--- src/rtl/sock_txptr_pkg.sv ---
package sock_txptr_pkg;
  typedef enum logic [2:0] {
    A_WPTR = 3'd0,
    A_RPTR = 3'd1,
    A_FREE = 3'd2,
    A_CMD  = 3'd3,
    A_INTF = 3'd4,
    A_STAT = 3'd5
  } reg_addr_e;

  localparam logic [7:0] CMD_SEND = 8'h20;
endpackage

--- src/rtl/sock_txptr_free.sv ---
module sock_txptr_free #(
  parameter int PTR_W     = 16,
  parameter int BUF_BYTES = 16384
) (
  input  logic [PTR_W-1:0] end_ptr,
  input  logic [PTR_W-1:0] rd_ptr,
  output logic [PTR_W-1:0] free
);
  localparam logic [PTR_W-1:0] BUF_V = PTR_W'(BUF_BYTES);

  logic [PTR_W-1:0] used;

  // Modular distance; wraps naturally at 2^PTR_W.
  always_comb begin
    used = end_ptr - rd_ptr;
    free = (used > BUF_V) ? '0 : (BUF_V - used);
  end
endmodule

--- src/rtl/sock_txptr_seq.sv ---
module sock_txptr_seq
  import sock_txptr_pkg::*;
#(
  parameter int PTR_W = 16
) (
  input  logic             clk,
  input  logic             rst_n,
  input  logic             cmd_wr,
  input  logic [7:0]       cmd_val,
  input  logic [PTR_W-1:0] shadow,
  input  logic             eng_done,
  output logic [7:0]       cmd_q,
  output logic             busy,
  output logic             accept,
  output logic             commit,
  output logic [PTR_W-1:0] end_ptr,
  output logic [PTR_W-1:0] wr_vis,
  output logic [PTR_W-1:0] rd_ptr
);
  assign accept = (cmd_q == CMD_SEND) && !busy;
  assign commit = busy && eng_done;

  // Command register: holds a written value for one cycle, then self-clears.
  always_ff @(posedge clk) begin
    if (!rst_n)      cmd_q <= '0;
    else if (cmd_wr) cmd_q <= cmd_val;
    else             cmd_q <= '0;
  end

  always_ff @(posedge clk) begin
    if (!rst_n) begin
      busy    <= 1'b0;
      end_ptr <= '0;
      wr_vis  <= '0;
      rd_ptr  <= '0;
    end else if (accept) begin
      busy    <= 1'b1;
      end_ptr <= shadow;
    end else if (commit) begin
      busy    <= 1'b0;
      wr_vis  <= end_ptr;
      rd_ptr  <= end_ptr;
    end
  end

  p_cmd_clears_r4: assert property (@(posedge clk) disable iff (!rst_n)
    (cmd_q != 8'h00) && !cmd_wr |=> (cmd_q == 8'h00));

  p_vis_hold_r2: assert property (@(posedge clk) disable iff (!rst_n)
    !commit |=> ($stable(wr_vis) && $stable(rd_ptr)));

  p_end_hold_r7: assert property (@(posedge clk) disable iff (!rst_n)
    busy && !commit |=> $stable(end_ptr));

  p_commit_match_r6: assert property (@(posedge clk) disable iff (!rst_n)
    $fell(busy) |-> (wr_vis == rd_ptr));
endmodule

--- src/rtl/sock_txptr_host.sv ---
module sock_txptr_host
  import sock_txptr_pkg::*;
#(
  parameter int PTR_W = 16
) (
  input  logic             clk,
  input  logic             rst_n,
  input  logic             hw_en,
  input  logic [2:0]       hw_addr,
  input  logic [PTR_W-1:0] hw_data,
  input  logic [2:0]       hr_addr,
  input  logic [PTR_W-1:0] wr_vis,
  input  logic [PTR_W-1:0] rd_ptr,
  input  logic [PTR_W-1:0] free,
  input  logic [7:0]       cmd_q,
  input  logic             busy,
  input  logic             commit,
  output logic [PTR_W-1:0] shadow,
  output logic             cmd_wr,
  output logic [7:0]       cmd_val,
  output logic             irq,
  output logic [PTR_W-1:0] hr_data
);
  logic send_ok;

  assign cmd_wr  = hw_en && (hw_addr == A_CMD);
  assign cmd_val = hw_data[7:0];
  assign irq     = send_ok;

  always_ff @(posedge clk) begin
    if (!rst_n)                              shadow <= '0;
    else if (hw_en && (hw_addr == A_WPTR))   shadow <= hw_data;
  end

  // Completion set has priority over a write-1 clear in the same cycle.
  always_ff @(posedge clk) begin
    if (!rst_n)                                          send_ok <= 1'b0;
    else if (commit)                                     send_ok <= 1'b1;
    else if (hw_en && (hw_addr == A_INTF) && hw_data[0]) send_ok <= 1'b0;
  end

  always_comb begin
    case (hr_addr)
      A_WPTR:  hr_data = wr_vis;
      A_RPTR:  hr_data = rd_ptr;
      A_FREE:  hr_data = free;
      A_CMD:   hr_data = PTR_W'(cmd_q);
      A_INTF:  hr_data = PTR_W'(send_ok);
      A_STAT:  hr_data = PTR_W'(busy);
      default: hr_data = '0;
    endcase
  end

  p_flag_on_done_r6: assert property (@(posedge clk) disable iff (!rst_n)
    commit |=> irq);

  p_flag_keeps_r9: assert property (@(posedge clk) disable iff (!rst_n)
    irq && !(hw_en && (hw_addr == A_INTF) && hw_data[0]) |=> irq);
endmodule

--- src/rtl/sock_txptr.sv ---
module sock_txptr #(
  parameter int PTR_W     = 16,
  parameter int BUF_BYTES = 16384
) (
  input  logic             clk,
  input  logic             rst_n,
  input  logic             hw_en,
  input  logic [2:0]       hw_addr,
  input  logic [PTR_W-1:0] hw_data,
  input  logic [2:0]       hr_addr,
  output logic [PTR_W-1:0] hr_data,
  output logic             eng_start,
  output logic [PTR_W-1:0] eng_lo,
  output logic [PTR_W-1:0] eng_hi,
  input  logic             eng_done,
  output logic             irq
);
  localparam logic [PTR_W-1:0] BUF_V = PTR_W'(BUF_BYTES);

  logic [PTR_W-1:0] shadow, end_ptr, wr_vis, rd_ptr, free;
  logic [7:0]       cmd_q, cmd_val;
  logic             cmd_wr, busy, accept, commit;

  sock_txptr_host #(.PTR_W(PTR_W)) u_host (
    .clk(clk), .rst_n(rst_n),
    .hw_en(hw_en), .hw_addr(hw_addr), .hw_data(hw_data),
    .hr_addr(hr_addr),
    .wr_vis(wr_vis), .rd_ptr(rd_ptr), .free(free),
    .cmd_q(cmd_q), .busy(busy), .commit(commit),
    .shadow(shadow), .cmd_wr(cmd_wr), .cmd_val(cmd_val),
    .irq(irq), .hr_data(hr_data)
  );

  sock_txptr_seq #(.PTR_W(PTR_W)) u_seq (
    .clk(clk), .rst_n(rst_n),
    .cmd_wr(cmd_wr), .cmd_val(cmd_val), .shadow(shadow),
    .eng_done(eng_done),
    .cmd_q(cmd_q), .busy(busy), .accept(accept), .commit(commit),
    .end_ptr(end_ptr), .wr_vis(wr_vis), .rd_ptr(rd_ptr)
  );

  sock_txptr_free #(.PTR_W(PTR_W), .BUF_BYTES(BUF_BYTES)) u_free (
    .end_ptr(end_ptr), .rd_ptr(rd_ptr), .free(free)
  );

  assign eng_start = accept;
  assign eng_lo    = rd_ptr;
  assign eng_hi    = shadow;

  p_start_pulse_r3: assert property (@(posedge clk) disable iff (!rst_n)
    eng_start |=> !eng_start);

  p_idle_full_r5: assert property (@(posedge clk) disable iff (!rst_n)
    !busy |-> (free == BUF_V));

  p_free_bound_r10: assert property (@(posedge clk) disable iff (!rst_n)
    free <= BUF_V);
endmodule

--- config.mk ---
export PLATFORM = sky130hd
export DESIGN_NAME = sock_txptr
export DESIGN_NICKNAME = d
export VERILOG_FILES = /design/src/rtl/sock_txptr_pkg.sv /design/src/rtl/sock_txptr_free.sv /design/src/rtl/sock_txptr_seq.sv /design/src/rtl/sock_txptr_host.sv /design/src/rtl/sock_txptr.sv
export SDC_FILE = /design/constraint.sdc
export NUM_CORES = 1
export LEC_CHECK = 0
export ABC_CLOCK_PERIOD_IN_PS = 5300
export BUFFER_PORTS_ARGS = -buffer_cell sky130_fd_sc_hd__buf_2
export CAP_MARGIN = 40
export CORE_ASPECT_RATIO = 1.25
export CORE_UTILIZATION = 50
export CTS_BUF_LIST = sky130_fd_sc_hd__clkbuf_16
export CTS_CLUSTER_SIZE = 12
export DETAILED_ROUTE_END_ITERATION = 8
export GPL_TIMING_DRIVEN = 1
export PLACE_DENSITY = 0.84
export SLEW_MARGIN = 20
export SYNTH_ARGS = -nofsm -noshare
export SYNTH_HDL_FRONTEND = slang
export SYNTH_SLANG_ARGS = --single-unit
--- constraint.sdc ---
create_clock -name clk -period 5.3 [get_ports clk]
set_clock_uncertainty 0.2 [all_clocks]
set_input_delay 0 -clock clk [delete_from_list [all_inputs] [get_ports clk]]
set_output_delay 0 -clock clk [all_outputs]
set_load 0.01 [all_outputs]
Word level (Yosys, flattened, before mapping)

Index checks and enable logic that the tools add are counted.

Flip-flop bits (word level): 58
Bits in latches: 0
Memory bits (writable): 0
Bits in read-only memories: 0
Input port bits: 26
Output and inout bits: 50
Word-level logic and storage cells: 38
Memories: 0

Add/sub/neg operators: 2
Multipliers: 0
Div/mod/pow operators: 0
Order comparisons: 1
Eq/ne operators: 8
Shifts and indexed selects: 0
Multiplexer cells: 6
Bitwise logic cells: 1
Reductions and logical operators: 14

Operator list:

| operator                                             | count |
|---|---|
| case mux 16 bit (5 select lines)                     | 1 |
| > comparator 16 x 15 -> 1 bit, second input constant | 1 |
| two-way mux 16 bit                                   | 1 |
| subtractor 15 x 16 -> 16 bit, first input constant   | 1 |
| subtractor 16 bit                                    | 1 |
| equality test 3 x 2 -> 1 bit, second input constant  | 3 |
| equality test 3 bit, second input constant           | 3 |
| equality test 8 x 6 -> 1 bit, second input constant  | 1 |
| logical AND 1 bit                                    | 6 |
| logical NOT 3 bit                                    | 2 |
| two-way mux 1 bit                                    | 4 |
| AND reduction 2 bit                                  | 2 |
| nonzero test 2 bit                                   | 2 |
| equality test 3 x 1 -> 1 bit, second input constant  | 1 |
| OR reduction 2 bit                                   | 1 |
| logical NOT 1 bit                                    | 1 |
| inverter 1 bit                                       | 1 |

Logic depth before layout (Yosys ltp)

Depth in word-level cells: 5
Depth in mapped cells: 12
Mapped depth without buffers: 11

Hierarchy

Synthesis repeated with hierarchy kept, for this count alone.

Cells, all modules: 526
Area, all modules: 4,235.3 sq um

Modules (own cells, without submodules):

| module          | times used | cells an instance | area each (sq um) | seq. area each (sq um) |
|---|---|---|---|---|
| sock_txptr_seq  | 1          | 178               | 1,619.1           | 820.8 |
| sock_txptr_free | 1          | 208               | 1,395.1           | 0.0 |
| sock_txptr_host | 1          | 140               | 1,221.2           | 340.3 |

Worst setup path after synthesis

OpenSTA, ideal clock, no wires.

Path kind: flip-flop to output port
Start point: register, netlist name u_seq.wr_vis[2]
End point: output port hr_data[15]
Arrival: 2.913 ns
Setup slack: 2.187 ns
Stages on the path, launching flop included: 11
Buffers on the path: 0
Cell sequence: dfxtp_1 -> inv_1 -> ha_1 -> nor2b_1 -> o21a_4 -> or3_4 -> a221o_1 -> nor3_4 -> nor4b_4 -> or3b_1 -> o21ai_1

RTL lines:

| what             | RTL line         | RTL |
|---|---|---|
| end: declaration | sock_txptr.sv:11 | `output logic [PTR_W-1:0] hr_data,` |

Worst setup path in the final report

Start point: register u_seq.end_ptr[0]
End point: output port hr_data[2]

Word-level cells in the longest chain between the ends: 4
Elaborated cells on any way between the ends: 5

RTL lines:

| what                                                                          | RTL line              | RTL |
|---|---|---|
| start: declaration                                                            | sock_txptr_seq.sv:16  | `output logic [PTR_W-1:0] end_ptr,` |
| start signal: assignment                                                      | sock_txptr_seq.sv:38  | `end_ptr <= shadow;` |
| subtractor 16 bit (*)                                                         | sock_txptr_free.sv:15 | `used = end_ptr - rd_ptr;` |
| subtractor 15 x 16 -> 16 bit or > comparator 16 x 15 -> 1 bit (tied branches) | sock_txptr_free.sv:16 | `free = (used > BUF_V) ? '0 : (BUF_V - used);` |
| two-way mux 16 bit (*)                                                        | sock_txptr_free.sv:16 |  |
| case mux 16 bit (5 select lines) (*)                                          | sock_txptr_host.sv:43 | `case (hr_addr)` |

Mark *: on every way between the ends. The rest lies on a longest branch, timed or not.

==> results.md <==
* RSZ-0062 raised after global routing: false
* Setup CP Type: flip-flop to output pin
* Final Max Slew Viols at 0
* Row cnt at 34
* Yosys top cell area share at 32.0%
* Synth Register Bits at 58
* Cells on Worst Hold Path at 2
* P_int at 0.000777 W
* Cell taking the most area after synthesis: dfxtp_1
* DR iter-0 viols at 175
* Worst-Skew Late Latency at 0.32 ns
* DP Worst Slack at 1.75 ns
* Final Cycle Share at 72.8%
* Highest Clock Rate at 0.259 GHz
* Worst path required time at 5.10 ns
* Post-synth EDFFs at 0
* Worst-Margin Slew at 0.735 ns
* Syn Nets at 508
* DRT antenna net count at 0
* Setup Fix Bufs, Post-CTS at 0
* DR vias/cell at 5.50
* GRT Util Overall at 25.9%
* Top post-synthesis cells by area: dfxtp_1 (32%), nand2_1 (13%), a21boi_0 (10%)
* Sw Ratio at 21.3%
* Core area at 6980 um2
* Worst reg-to-reg path cell count at 6
* Tightest Hold Check Type: input pin to flip-flop
* Final min period at 3.86 ns
* Sw Pwr at 0.000210 W
* Global route total overflow at 0
* Filler Cell Count at 574
* Initial core utilization at 52.1%
* R2R setup slack at 3.41 ns
* Run status: complete, no violations
* Min-Delay Endpoint: u_host.shadow[6]
* Hold wc startpoint: rst_n
* Clock transition at the registers of the reported paths at 0.05 ns
* P_leak at 2.02 nW
* Initial antenna violation count at 0
* Final setup TNS at 0 ns
* First-pass iteration count of the detailed router at 4
* Commonest cells in the netlist: nand2_1 (122), dfxtp_1 (58), a21boi_0 (50)
* Root Driver: clkbuf_16
* CTS H-tree depth at 3
* Core Util, Final at 65.9%
* Share of layout cells above drive strength 1 at 17.6%
* FF-to-FF Start: u_seq.busy
* Crit end category: output pin
* Die area at 7610 um2
* Clock buffer depth at 2
* Clk pwr share at 48.9%
* Synth Warn # at 0
* R2R Path End: u_seq.end_ptr[7]
* WL/cell at 14.3 um
* N_diodes at 0
* Seq/Total Area, Yosys at 32.0%
* Inst Count DP at 612
* Logic pwr share at 6.2%
* Syn_area_per_cell at 7.81 um2
* Sequential Power Share at 44.9%
* Worst Setup Slack, final at 1.44 ns
* DP Wirelength at 6840 um
* Non-filler cells, final at 657
* Maximum VDD drop at 296 uV
* Die width at 78.2 um
* Clock Sinks at 58
* Count of boundary I/O pins at 76
* CTS tree: yes
* Total power at 0.000987 W
* Routed WL at 9410 um
* Total CTS buffers at 9
* Critical Path Start Type: flip-flop
* Hold_buf cts at 29
* DRC at 0
* Yosys cell types at 62
* Crit path DAT at 3.66 ns
* Slew HR at 50.9%
* Pwr dens at 215 nW/um2
* Die H at 97.3 um
* Nets at 605
* Crit Path Max Fanout at 8
* Endpoints failing setup at 0
* Largest net degree at the start of global routing at 52
* Count leader, synth: nand2_1
* I/O Buffers at 75
* Via count at 3,611
* First-pass GRT wire length at 15,800 um
* Placer Congestion at 0.900
* Hold Violations, Final at 0
* Post-CTS Resized at 0
* Ys async rst share at 0%
* Vias in the first global route at 3,498
* Synth Instances at 465
* Mapped cell area at 3630 um2
* Post-synth top flop: dfxtp_1
* Layout area overhead at 26.5%
* Max-cap check violation count at 0
-- state kept, by name (all words and copies together), names as in the netlist --
register,count
u_host.irq,1
u_seq.end_ptr,16
u_seq.wr_vis,16
u_host.shadow,16
u_seq.busy,1
u_seq.cmd_q,8
-- power by group through the flow --
stage	combinational, W	sequential [W]	clock (W)
floorplan	0.0000263	0.000452	0
global placement	0.0000466	0.000451	0
detailed placement	0.0000481	0.000452	0
CTS	0.0000607	0.000443	0.000485
global route	0.0000676	0.000443	0.000509
finish	0.0000617	0.000443	0.000482
-- routing by layer --
layer	vias up	track usage, %	routed length (um)
met2	80	47.2	4870
met3	20	3.66	311
met1	1707	29.3	3960
li1	1804	-	-
met4	0	12.0	271
met5	-	0	0
-- critical path, cell delays in order, from the launching register on --
cell and delay [ns]:
dfxtp_1 0.35, inv_1 0.05, ha_1 0.21, fa_1 0.43
nor2b_1 0.29, o211a_1 0.20, o2bb2a_1 0.24, a221o_1 0.37
nor3_4 0.19, nor4b_4 0.27, o21bai_1 0.17, buf_4 0.21
o31ai_4 0.20, buf_2 0.15
-- worst max-delay path by stage --
stage / startpoint / endpoint / cells past startpoint
after floorplan: u_seq.wr_vis[2] / hr_data[15] / 10
after global placement: u_seq.end_ptr[0] / hr_data[2] / 13
after detailed placement: u_seq.end_ptr[0] / hr_data[2] / 13
after CTS: u_seq.end_ptr[0] / hr_data[2] / 13
after global routing: u_seq.end_ptr[0] / hr_data[2] / 13
final: u_seq.end_ptr[0] / hr_data[2] / 13
-- layout make-up --
cell class	instances	area, um2	area share [%]
multi-input combinational	361	2280	49.7
sequential	58	1160	25.3
timing repair buffer	108	696	15.1
clock buffer	9	225	4.90
tap	90	113	2.45
inverter	24	90.1	1.96
clock inverter	7	28.8	0.626
-- kinds of logic (layout without fill, tap and decap cells) --
group,count (synthesis),in the layout,synth area share [%]
simple gates,193,193,24.8
compound gates,133,133,27.6
flops,58,58,32.0
buf+inv,46,148,5.20
fa+ha+maj,17,17,6.06
xor+xnor,17,17,4.10
mux,1,1,0.275
-- through the flow --
stage               hold WS (ns)  cell area (um2)
CTS                       0.0846             4600
global route               0.117             4600
global placement          0.0219             4040
floorplan                 -0.109             3630
finish                    0.0910             4600
detailed placement        0.0173             4050
-- layout by cell type, fill, tap and decap left out, types with 10 or more instances in the layout --
cell type,count
dlygate4sd3_1,29
ha_1,16
nor2_1,19
a21boi_0,50
a21oi_1,12
buf_2,75
o21ai_1,10
dfxtp_1,58
and2_1,10
inv_1,25
o21ai_0,11
nand2_1,122
(Power assumes the default switching activity.)
